**config.mk**
```make
export PLATFORM = sky130hd
export DESIGN_NAME = gp_timer_unit
export DESIGN_NICKNAME = d
export VERILOG_FILES = /design/src/rtl/gpt_pkg.sv /design/src/rtl/gpt_edge_detect.sv /design/src/rtl/gpt_channel.sv /design/src/rtl/gpt_regs.sv /design/src/rtl/gp_timer_unit.sv
export SDC_FILE = /design/constraint.sdc
export NUM_CORES = 2
export LEC_CHECK = 0
export CAP_MARGIN = 20
export CORE_MARGIN = 3
export CORE_UTILIZATION = 62
export DETAILED_ROUTE_END_ITERATION = 7
export PLACE_DENSITY = 0.89
export RECOVER_POWER = 100
export SLEW_MARGIN = 10
export SYNTH_ARGS = -nofsm -noshare
export SYNTH_HDL_FRONTEND = slang
export SYNTH_SLANG_ARGS = --single-unit
export TNS_END_PERCENT = 1
```
**constraint.sdc**
```tcl
create_clock -name clk -period 9.48 [get_ports clk]
set_input_delay 1.422 -clock clk [delete_from_list [all_inputs] [get_ports clk]]
set_output_delay 1.422 -clock clk [all_outputs]
set_load 0.02 [all_outputs]
```
**src/rtl/gpt_pkg.sv**
```systemverilog
package gpt_pkg;

  typedef enum logic [1:0] {
    MODE_IDLE = 2'b00,
    MODE_WAVE = 2'b01,
    MODE_CAP  = 2'b10,
    MODE_WDOG = 2'b11
  } gpt_mode_e;

  typedef struct packed {
    logic      irq_on_width;
    logic      lead_fall;
    logic      irq_en;
    logic      active_low;
    gpt_mode_e mode;
  } gpt_cfg_t;

  localparam int CFG_W    = 6;
  localparam int STAT_LSB = 8;

  localparam logic [1:0] SEL_CFG = 2'd0;
  localparam logic [1:0] SEL_CNT = 2'd1;
  localparam logic [1:0] SEL_PER = 2'd2;
  localparam logic [1:0] SEL_WID = 2'd3;

endpackage

```
**src/rtl/gpt_edge_detect.sv**
```systemverilog
module gpt_edge_detect #(
  parameter int STAGES = 2
) (
  input  logic clk,
  input  logic rst,
  input  logic din,
  output logic rise_o,
  output logic fall_o
);

  logic [STAGES:0] pipe_q;

  always_ff @(posedge clk) begin
    if (rst) pipe_q <= '0;
    else     pipe_q <= {pipe_q[STAGES-1:0], din};
  end

  assign rise_o = pipe_q[STAGES-1] & ~pipe_q[STAGES];
  assign fall_o = ~pipe_q[STAGES-1] & pipe_q[STAGES];

endmodule

```
**src/rtl/gpt_channel.sv**
```systemverilog
module gpt_channel
  import gpt_pkg::*;
#(
  parameter int CNT_W       = 32,
  parameter int SYNC_STAGES = 2
) (
  input  logic             clk,
  input  logic             rst,
  input  logic             en,
  input  logic             cfg_we,
  input  logic             per_we,
  input  logic             wid_we,
  input  logic [CNT_W-1:0] wdata,
  input  logic             pin_i,
  output logic             pin_o,
  output logic             pin_oe,
  output logic             irq_o,
  output logic             evt_o,
  output logic [CFG_W-1:0] cfg_o,
  output logic [CNT_W-1:0] cnt_o,
  output logic [CNT_W-1:0] per_o,
  output logic [CNT_W-1:0] wid_o
);

  localparam logic [CNT_W-1:0] ONE = CNT_W'(1);

  gpt_cfg_t         cfg_q;
  logic [CNT_W-1:0] cnt_q, cnt_d, per_q, per_d, wid_q, wid_d;
  logic             arm_q, arm_d;
  logic             evt, pin_d, oe_d;
  logic             pin_q, oe_q, irq_q;
  logic             rise, fall, lead, trail;

  gpt_edge_detect #(.STAGES(SYNC_STAGES)) u_sync (
    .clk    (clk),
    .rst    (rst),
    .din    (pin_i),
    .rise_o (rise),
    .fall_o (fall)
  );

  assign lead  = cfg_q.lead_fall ? fall : rise;
  assign trail = cfg_q.lead_fall ? rise : fall;

  always_comb begin
    cnt_d = cnt_q;
    per_d = per_we ? wdata : per_q;
    wid_d = wid_we ? wdata : wid_q;
    arm_d = arm_q;
    evt   = 1'b0;
    pin_d = 1'b0;
    oe_d  = 1'b0;
    if (en) begin
      case (cfg_q.mode)
        MODE_WAVE: begin
          if (cnt_q >= per_q) begin
            cnt_d = ONE;
            evt   = 1'b1;
          end else begin
            cnt_d = cnt_q + ONE;
          end
          pin_d = (cnt_d <= wid_q) ^ cfg_q.active_low;
          oe_d  = 1'b1;
        end
        MODE_CAP: begin
          if (lead) begin
            if (arm_q) begin
              per_d = cnt_q;
              evt   = !cfg_q.irq_on_width;
            end
            arm_d = 1'b1;
            cnt_d = ONE;
          end else if (arm_q) begin
            cnt_d = cnt_q + ONE;
            if (trail) begin
              wid_d = cnt_q;
              evt   = cfg_q.irq_on_width;
            end
          end
        end
        MODE_WDOG: begin
          if (lead) begin
            cnt_d = '0;
          end else if (cnt_q + ONE >= per_q) begin
            cnt_d = '0;
            evt   = 1'b1;
          end else begin
            cnt_d = cnt_q + ONE;
          end
        end
        default: ;
      endcase
    end
    if (!(en && cfg_q.mode == MODE_CAP)) arm_d = 1'b0;
  end

  always_ff @(posedge clk) begin
    if (rst) begin
      cfg_q <= '0;
      cnt_q <= '0;
      per_q <= '0;
      wid_q <= '0;
      arm_q <= 1'b0;
      pin_q <= 1'b0;
      oe_q  <= 1'b0;
      irq_q <= 1'b0;
    end else begin
      if (cfg_we) cfg_q <= gpt_cfg_t'(wdata[CFG_W-1:0]);
      cnt_q <= cnt_d;
      per_q <= per_d;
      wid_q <= wid_d;
      arm_q <= arm_d;
      pin_q <= pin_d;
      oe_q  <= oe_d;
      irq_q <= evt & cfg_q.irq_en;
    end
  end

  assign pin_o  = pin_q;
  assign pin_oe = oe_q;
  assign irq_o  = irq_q;
  assign evt_o  = evt;
  assign cfg_o  = cfg_q;
  assign cnt_o  = cnt_q;
  assign per_o  = per_q;
  assign wid_o  = wid_q;

  // the pin is driven only after a cycle of running in pulse generation
  p_oe_wave_r4: assert property (@(posedge clk) disable iff (rst)
    oe_q |-> ($past(en) && $past(cfg_q.mode) == MODE_WAVE));

  // a pulse-generation event restarts the count at 1
  p_wrap_r3: assert property (@(posedge clk) disable iff (rst)
    (en && cfg_q.mode == MODE_WAVE && evt) |=> (cnt_q == ONE));

  // a stopped channel keeps its count
  p_freeze_r10: assert property (@(posedge clk) disable iff (rst)
    !en |=> $stable(cnt_q));

  // an interrupt follows an event with the interrupt enabled
  p_irq_src_r9: assert property (@(posedge clk) disable iff (rst)
    irq_q |-> ($past(evt) && $past(cfg_q.irq_en)));

  // measurement events need an armed channel
  p_cap_armed_r6: assert property (@(posedge clk) disable iff (rst)
    (evt && cfg_q.mode == MODE_CAP) |-> arm_q);

endmodule

```
**src/rtl/gpt_regs.sv**
```systemverilog
module gpt_regs
  import gpt_pkg::*;
#(
  parameter int N_TMR  = 3,
  parameter int CNT_W  = 32,
  parameter int ADDR_W = 4
) (
  input  logic                        clk,
  input  logic                        rst,
  input  logic                        we,
  input  logic [ADDR_W-1:0]           addr,
  input  logic [N_TMR-1:0]            wr_run,
  input  logic [N_TMR-1:0]            wr_clr,
  input  logic [N_TMR-1:0]            evt,
  input  logic [N_TMR-1:0][CFG_W-1:0] cfg_all,
  input  logic [N_TMR-1:0][CNT_W-1:0] cnt_all,
  input  logic [N_TMR-1:0][CNT_W-1:0] per_all,
  input  logic [N_TMR-1:0][CNT_W-1:0] wid_all,
  output logic [N_TMR-1:0]            en_o,
  output logic [N_TMR-1:0]            cfg_we,
  output logic [N_TMR-1:0]            per_we,
  output logic [N_TMR-1:0]            wid_we,
  output logic [CNT_W-1:0]            rdata
);

  localparam int IDX_W = ADDR_W - 2;
  localparam logic [IDX_W-1:0] SHARED_IDX = IDX_W'(N_TMR);

  logic [IDX_W-1:0] idx;
  logic [1:0]       sel;
  logic             hit_shared;
  logic [N_TMR-1:0] en_q, st_q, clr_vec;
  logic [CNT_W-1:0] rd_mux, shared_word;

  assign idx        = addr[ADDR_W-1:2];
  assign sel        = addr[1:0];
  assign hit_shared = we && (idx == SHARED_IDX) && (sel == SEL_CFG);
  assign clr_vec    = hit_shared ? wr_clr : '0;

  for (genvar g = 0; g < N_TMR; g++) begin : g_dec
    assign cfg_we[g] = we && (idx == IDX_W'(g)) && (sel == SEL_CFG);
    assign per_we[g] = we && (idx == IDX_W'(g)) && (sel == SEL_PER);
    assign wid_we[g] = we && (idx == IDX_W'(g)) && (sel == SEL_WID);
  end

  always_comb begin
    shared_word = '0;
    shared_word[N_TMR-1:0]          = en_q;
    shared_word[STAT_LSB +: N_TMR]  = st_q;
  end

  always_comb begin
    rd_mux = '0;
    if (idx == SHARED_IDX) begin
      if (sel == SEL_CFG) rd_mux = shared_word;
    end else begin
      for (int g = 0; g < N_TMR; g++) begin
        if (idx == IDX_W'(g)) begin
          case (sel)
            SEL_CFG: rd_mux = CNT_W'(cfg_all[g]);
            SEL_CNT: rd_mux = cnt_all[g];
            SEL_PER: rd_mux = per_all[g];
            default: rd_mux = wid_all[g];
          endcase
        end
      end
    end
  end

  always_ff @(posedge clk) begin
    if (rst) begin
      en_q  <= '0;
      st_q  <= '0;
      rdata <= '0;
    end else begin
      if (hit_shared) en_q <= wr_run;
      st_q  <= (st_q & ~clr_vec) | evt;
      rdata <= rd_mux;
    end
  end

  assign en_o = en_q;

  // flags not being cleared stay set
  p_sticky_r8: assert property (@(posedge clk) disable iff (rst)
    1'b1 |=> ((st_q & $past(st_q & ~clr_vec)) == $past(st_q & ~clr_vec)));

  // every event leaves its flag set, even under a same-cycle clear
  p_set_wins_r8: assert property (@(posedge clk) disable iff (rst)
    (|evt) |=> ((st_q & $past(evt)) == $past(evt)));

  // a shared-word write loads the run bits
  p_run_write_r2: assert property (@(posedge clk) disable iff (rst)
    hit_shared |=> (en_q == $past(wr_run)));

endmodule

```
**src/rtl/gp_timer_unit.sv**
```systemverilog
module gp_timer_unit
  import gpt_pkg::*;
#(
  parameter int N_TMR       = 3,
  parameter int CNT_W       = 32,
  parameter int SYNC_STAGES = 2,
  localparam int ADDR_W     = $clog2(N_TMR + 1) + 2
) (
  input  logic              clk,
  input  logic              rst,
  input  logic              bus_we,
  input  logic [ADDR_W-1:0] bus_addr,
  input  logic [CNT_W-1:0]  bus_wdata,
  output logic [CNT_W-1:0]  bus_rdata,
  input  logic [N_TMR-1:0]  tmr_pin_i,
  output logic [N_TMR-1:0]  tmr_pin_o,
  output logic [N_TMR-1:0]  tmr_pin_oe,
  output logic [N_TMR-1:0]  tmr_irq
);

  logic [N_TMR-1:0]            en_vec, evt_vec, cfg_we, per_we, wid_we;
  logic [N_TMR-1:0][CFG_W-1:0] cfg_all;
  logic [N_TMR-1:0][CNT_W-1:0] cnt_all, per_all, wid_all;

  gpt_regs #(
    .N_TMR  (N_TMR),
    .CNT_W  (CNT_W),
    .ADDR_W (ADDR_W)
  ) u_regs (
    .clk     (clk),
    .rst     (rst),
    .we      (bus_we),
    .addr    (bus_addr),
    .wr_run  (bus_wdata[N_TMR-1:0]),
    .wr_clr  (bus_wdata[STAT_LSB +: N_TMR]),
    .evt     (evt_vec),
    .cfg_all (cfg_all),
    .cnt_all (cnt_all),
    .per_all (per_all),
    .wid_all (wid_all),
    .en_o    (en_vec),
    .cfg_we  (cfg_we),
    .per_we  (per_we),
    .wid_we  (wid_we),
    .rdata   (bus_rdata)
  );

  for (genvar g = 0; g < N_TMR; g++) begin : g_ch
    gpt_channel #(
      .CNT_W       (CNT_W),
      .SYNC_STAGES (SYNC_STAGES)
    ) u_ch (
      .clk    (clk),
      .rst    (rst),
      .en     (en_vec[g]),
      .cfg_we (cfg_we[g]),
      .per_we (per_we[g]),
      .wid_we (wid_we[g]),
      .wdata  (bus_wdata),
      .pin_i  (tmr_pin_i[g]),
      .pin_o  (tmr_pin_o[g]),
      .pin_oe (tmr_pin_oe[g]),
      .irq_o  (tmr_irq[g]),
      .evt_o  (evt_vec[g]),
      .cfg_o  (cfg_all[g]),
      .cnt_o  (cnt_all[g]),
      .per_o  (per_all[g]),
      .wid_o  (wid_all[g])
    );
  end

endmodule

```
== Word level (Yosys, flattened, before mapping) ==
Index checks and enable logic that the tools add are counted.
Word-level totals
  register bits: 365
  bits of input ports: 42
  RAM bits: 0
  output and inout port bits: 41
  memories kept: 0
  word-level logic and storage cells: 244
  bits in latches: 0
  memory bits (read-only): 0
Operators by class
  eq/ne operators: 18
  bitwise logic cells: 30
  div/mod/pow operators: 0
  add/subtract/negate cells: 3
  magnitude comparators: 9
  reduce and logical (&&, ||, !) cells: 40
  $mul: 0
  mux-type cells: 102
  shift-type cells: 0
Operators with widths (number)
  32-bit 2-to-1 mux: 58
  32-bit one-hot mux with 3 select lines: 6
  32-bit >= comparator: 6
  32-bit by 1-bit adder with 32-bit output (second input constant): 3
  32-bit less-or-equal comparator: 3
  1-bit 2-to-1 mux: 33
  2-bit equality test (second input constant): 10
  3-bit AND reduction: 6
  1-bit logical AND: 17
  1-bit inverter: 15
  2-bit OR reduction: 6
  11-bit 2-to-1 mux: 1
  2-bit by 1-bit equality test with 1-bit output (second input constant): 5
  1-bit AND: 9
  3-bit by 1-bit != test with 1-bit output (second input constant): 3
  1-bit one-hot mux with 3 select lines: 3
  3-bit nonzero test: 3
  3-bit OR reduction: 3
  2-bit zero test: 2
  3-bit AND: 1
  1-bit zero test: 3
  3-bit 2-to-1 mux: 1
  3-bit inverter: 1
  3-bit OR: 1
  1-bit XOR: 3

== Longest topological paths before layout ==
  word-level depth: 9
  gate-level depth with buffers: 20
  gate-level depth less buffers: 18

== By module ==
From an unflattened synthesis, not the netlist that was laid out.
Unflattened totals
  cell total of the unflattened synthesis: 3160
  area, all modules: 26680.6 µm²
By module, submodules not included
  gpt_channel at g_ch[2].u_ch: instances 1, sequential area each 2122.0 µm², cells each 924, area an instance 7693.6 µm²
  gpt_channel at g_ch[1].u_ch: instances 1, sequential area each 2122.0 µm², cells each 911, area an instance 7556.0 µm²
  gpt_channel at g_ch[0].u_ch: instances 1, sequential area each 2122.0 µm², cells each 924, area an instance 7518.5 µm²
  gpt_regs: instances 1, sequential area each 760.7 µm², cells each 377, area an instance 3638.5 µm²
  gpt_edge_detect: instances 3, sequential area each 60.1 µm², cells each 8, area an instance 91.3 µm²

== Least setup slack after synthesis ==
Ideal clock, no wire load.
  kind: reg-to-reg
  start: register g_ch[0].u_ch.cnt_q[0]
  end: register g_ch[0].u_ch.pin_q
  library setup time: 116 ps
  data required time: 9364 ps
  period minus slack after synthesis: 4044 ps
  cell stages (with the launch flop): 21
  buffers on the path: 3
  data arrival time: 3928 ps
  slack: 5436 ps
  cells stage by stage: dfxtp_1 > buf_2 > inv_1 > ha_1 > nand2b_1 > a21o_1 > a211oi_1 > o21ai_0 > o31a_1 > clkbuf_1 > clkbuf_1 > nor2_1 > ha_1 > nand4_1 > nor4_1 > and3_1 > nand3_1 > o31a_1 > and4_1 > or3_1 > and3_1
On the way
  word-level cells in the longest chain between the ends: 6
  elaborated cells between the ends (all ways): 7
  classes of those cells: add/sub: 1; order compare: 2; mux: 3; bitwise: 1
RTL lines
  start, declared: RTL line gpt_channel.sv:28  | logic [CNT_W-1:0] cnt_q, cnt_d, per_q, per_d, wid_q, wid_d;
  start signal, assigned: RTL line gpt_channel.sv:109  | cnt_q <= cnt_d;
  32-bit by 1-bit adder with 32-bit output or 32-bit >= comparator (tied branches): RTL line gpt_channel.sv:60, gpt_channel.sv:56
  32-bit 2-to-1 mux *: RTL line gpt_channel.sv:56  | if (cnt_q >= per_q) begin
  32-bit 2-to-1 mux *: RTL line gpt_channel.sv:54  | case (cfg_q.mode)
  32-bit 2-to-1 mux *: RTL line gpt_channel.sv:53  | if (en) begin
  32-bit less-or-equal comparator *: RTL line gpt_channel.sv:62  | pin_d = (cnt_d <= wid_q) ^ cfg_q.active_low;
  1-bit XOR *: RTL line gpt_channel.sv:62
  end signal, assigned: RTL line gpt_channel.sv:113  | pin_q <= pin_d;
  end, declared: RTL line gpt_channel.sv:31  | logic pin_q, oe_q, irq_q;
Every way passes the cells marked *; elsewhere a longest branch is shown, timed or not. The select of a mux whose other input is x is not followed.
A chain may end at the register's enable or synchronous reset.

==> results.txt <==
VDD IR max = 138 uV
number of synthesized flops with an enable pin = 0
CTS Sinks = 365
Post-CTS Setup Bufs = 0
max_cap viols = 5
Syn Area/Cell = 7.99 um2
first-pass GRT wire length = 138000 um
# rows = 75
Die Ht = 213 um
final WL = 89000 um
vias per cell = 6.63
share of flip-flops with an asynchronous set or reset = 0%
Initial Utilization = 62.9%
layout cells sized above 1 = 4.42%
clk_skew = 0.0158 ns
DR pass1 iterations = 8
synth-to-layout area growth = 7.96%
DIE AREA = 0.0452 mm2
cell count after synthesis = 3311
max-slew violation count = 395
# DRC = 0
CTS tree = done
synthesized flop and latch total = 365
input/output buffers = 82
post-cts sizing count = 0
Worst Path Max Fanout = 77
Layout Cells excl Fill = 3777
power per cell area = 128 mW/mm2
overflow left after global routing = 0
pin count of the biggest net entering global routing = 154
Final Setup Violations = 0
PnR Total Power = 3650 uW
initial antenna violation count = 2
Most used DFF post-synth = dfxtp_1
DRT antenna net count = 0
LEAKAGE = 0.0121 uW
Final WS setup = 2.07 ns
vias after detailed routing = 25037
CTS root buf = clkbuf_16
placed cells = 3704
failing checks = max-capacitance violations, max-slew violations
die width = 213 um
setup_tns = 0 ns
I/O pin count = 83
worst slew pin tran = 4.10 ns
Min Hold Slack = 0.435 ns
Synth Warn # = 0
Worst Setup End Kind = flip-flop
Seq/Total Area, Yosys = 27.6%
Final period util = 78.1%
Hold Buf Count CTS = 0
CTS clk-pin slew, worst paths = 0.06 ns
TritonCTS Buffers = 42
core footprint = 0.0420 mm2
Achievable Freq = 135 MHz
worst hold stages = 1
final-layout fill cell count = 3417
worst-case reg-to-reg path depth = 18
crit path time final = 7.41 ns
Worst Path Class, Setup = input port to flip-flop
Total Routing Usage GR = 38.9%
post-synth net total = 3644
worst slack, placed = 3.71 ns
Inserted Diodes = 0
CTS H-tree depth = 2
Arr. time, crit path = 7.86 ns
CTS Buffer Depth = 3
routability congestion estimate = 0.968
Post-Syn Area = 0.0265 mm2
Hold Vio Cnt, Final = 0
distinct cell type count after synthesis = 83
Routed WL per cell = 23.6 um
1st-iter DRT viols = 2551
worst min path class = flip-flop to flip-flop
Relative slew margins = -174%
Final #Nets = 3542
insertion delay to the later sink of the worst-skew pair = 0.58 ns
DP Wirelength = 64100 um
CP Launch Type = input port
Critical Path RT = 9.93 ns
unrepaired setup endpoints after global routing = no
vias in the first global route = 24259
status = finished, violations left
==> routing by layer <==
layer	global-route usage [%]	up-vias	share of wire [%]
met5	0	-	0
met4	19.4	0	5.7
met3	7.70	305	9.8
met2	61.4	1387	44
met1	50.8	11794	40
li1	-	11551	-
==> layout make-up <==
cell class	instances	area (um2)	area share [%]
multi-input combinational	2424	17200	60.1
sequential	365	7310	25.6
clock buffer	64	1290	4.51
timing repair buffer	113	1020	3.59
inverter	263	987	3.46
tap	539	674	2.36
clock inverter	9	125	0.438
==> worst paths after layout <==
| kind | to | slack, ns | start |
|---|---|---|---|
| setup / recovery | g_ch[0].u_ch.cnt_o[7] | 2.07 | rst |
| hold / removal | g_ch[0].u_ch.u_sync.pipe_q[1] | 0.43 | g_ch[0].u_ch.u_sync.pipe_q[0] |
| setup reg to reg | g_ch[2].u_ch.cnt_o[8] | 3.11 | g_ch[2].u_ch.cnt_o[0] |
| hold reg to reg | g_ch[0].u_ch.u_sync.pipe_q[1] | 0.43 | g_ch[0].u_ch.u_sync.pipe_q[0] |
==> where the power goes <==
part           internal [uW]  switching (uW)  leakage [uW]
logic                    109             265       0.00842
registers               1550            13.2       0.00295
clock network           1010             694      0.000689
total                   2670             972        0.0121
==> cell families after synthesis <==
logic type / share of synthesized area [%]
XOR/XNOR: 2.95
multiplexers: 9.99
adder cells (fa/ha/maj): 13.8
buffers and inverters: 7.78
flip-flops: 27.6
AO/OA/AOI/OAI: 19.9
AND/OR/NAND/NOR: 18.0
==> cells in the final DEF (no fill, tap or decap), types with 56 or more instances in the layout <==
| cell | n |
|---|---|
| nor2_1 | 364 |
| nor2b_1 | 56 |
| a211oi_1 | 213 |
| mux2i_1 | 220 |
| dfxtp_1 | 365 |
| o21ai_0 | 193 |
| nand3_1 | 83 |
| ha_1 | 291 |
| nand4_1 | 65 |
| inv_1 | 263 |
| a21oi_1 | 111 |
| nand2_1 | 282 |
==> through the flow <==
step                      utilization, %  area (um2)
final                               67.9       28600
after global routing                67.9       28600
after CTS                           68.1       28600
after detailed placement            64.7       27200
after global placement              64.6       27200
after floorplan                        -       26500
==> synthesized netlist by cell type, drive strengths merged (26+ instances only) <==
cell type	count	area (um2)
a21oi	112	561
nand4	65	407
nor2b	57	357
mux2i	221	2220
nand3	85	435
a22oi	32	240
nor2	369	1390
nand2b	26	163
ha	291	3640
a211oi	214	1610
clkbuf	197	739
xor2	54	473
nor3	49	273
inv	263	987
a21o	51	383
o21ai	197	990
dfxtp	365	7310
nand2	284	1070
buf	62	330
xnor2	35	307
a221oi	54	473
==> state kept, by name, indices dropped and copies added (netlist names), 9 cells and up <==
register                 count
g_ch.u_ch.per_o             96
g_ch.u_ch.wid_o             96
g_ch.u_ch.cfg_o             18
g_ch.u_ch.u_sync.pipe_q      9
g_ch.u_ch.cnt_o             96
u_regs.rdata                32
==> worst max-delay path: stages <==
cell and delay, ns:
clkbuf_1 2.81, clkbuf_1 2.28, a21oi_4 0.65, a221o_1 0.56
Note: power is estimated with default switching activity, not from simulation.
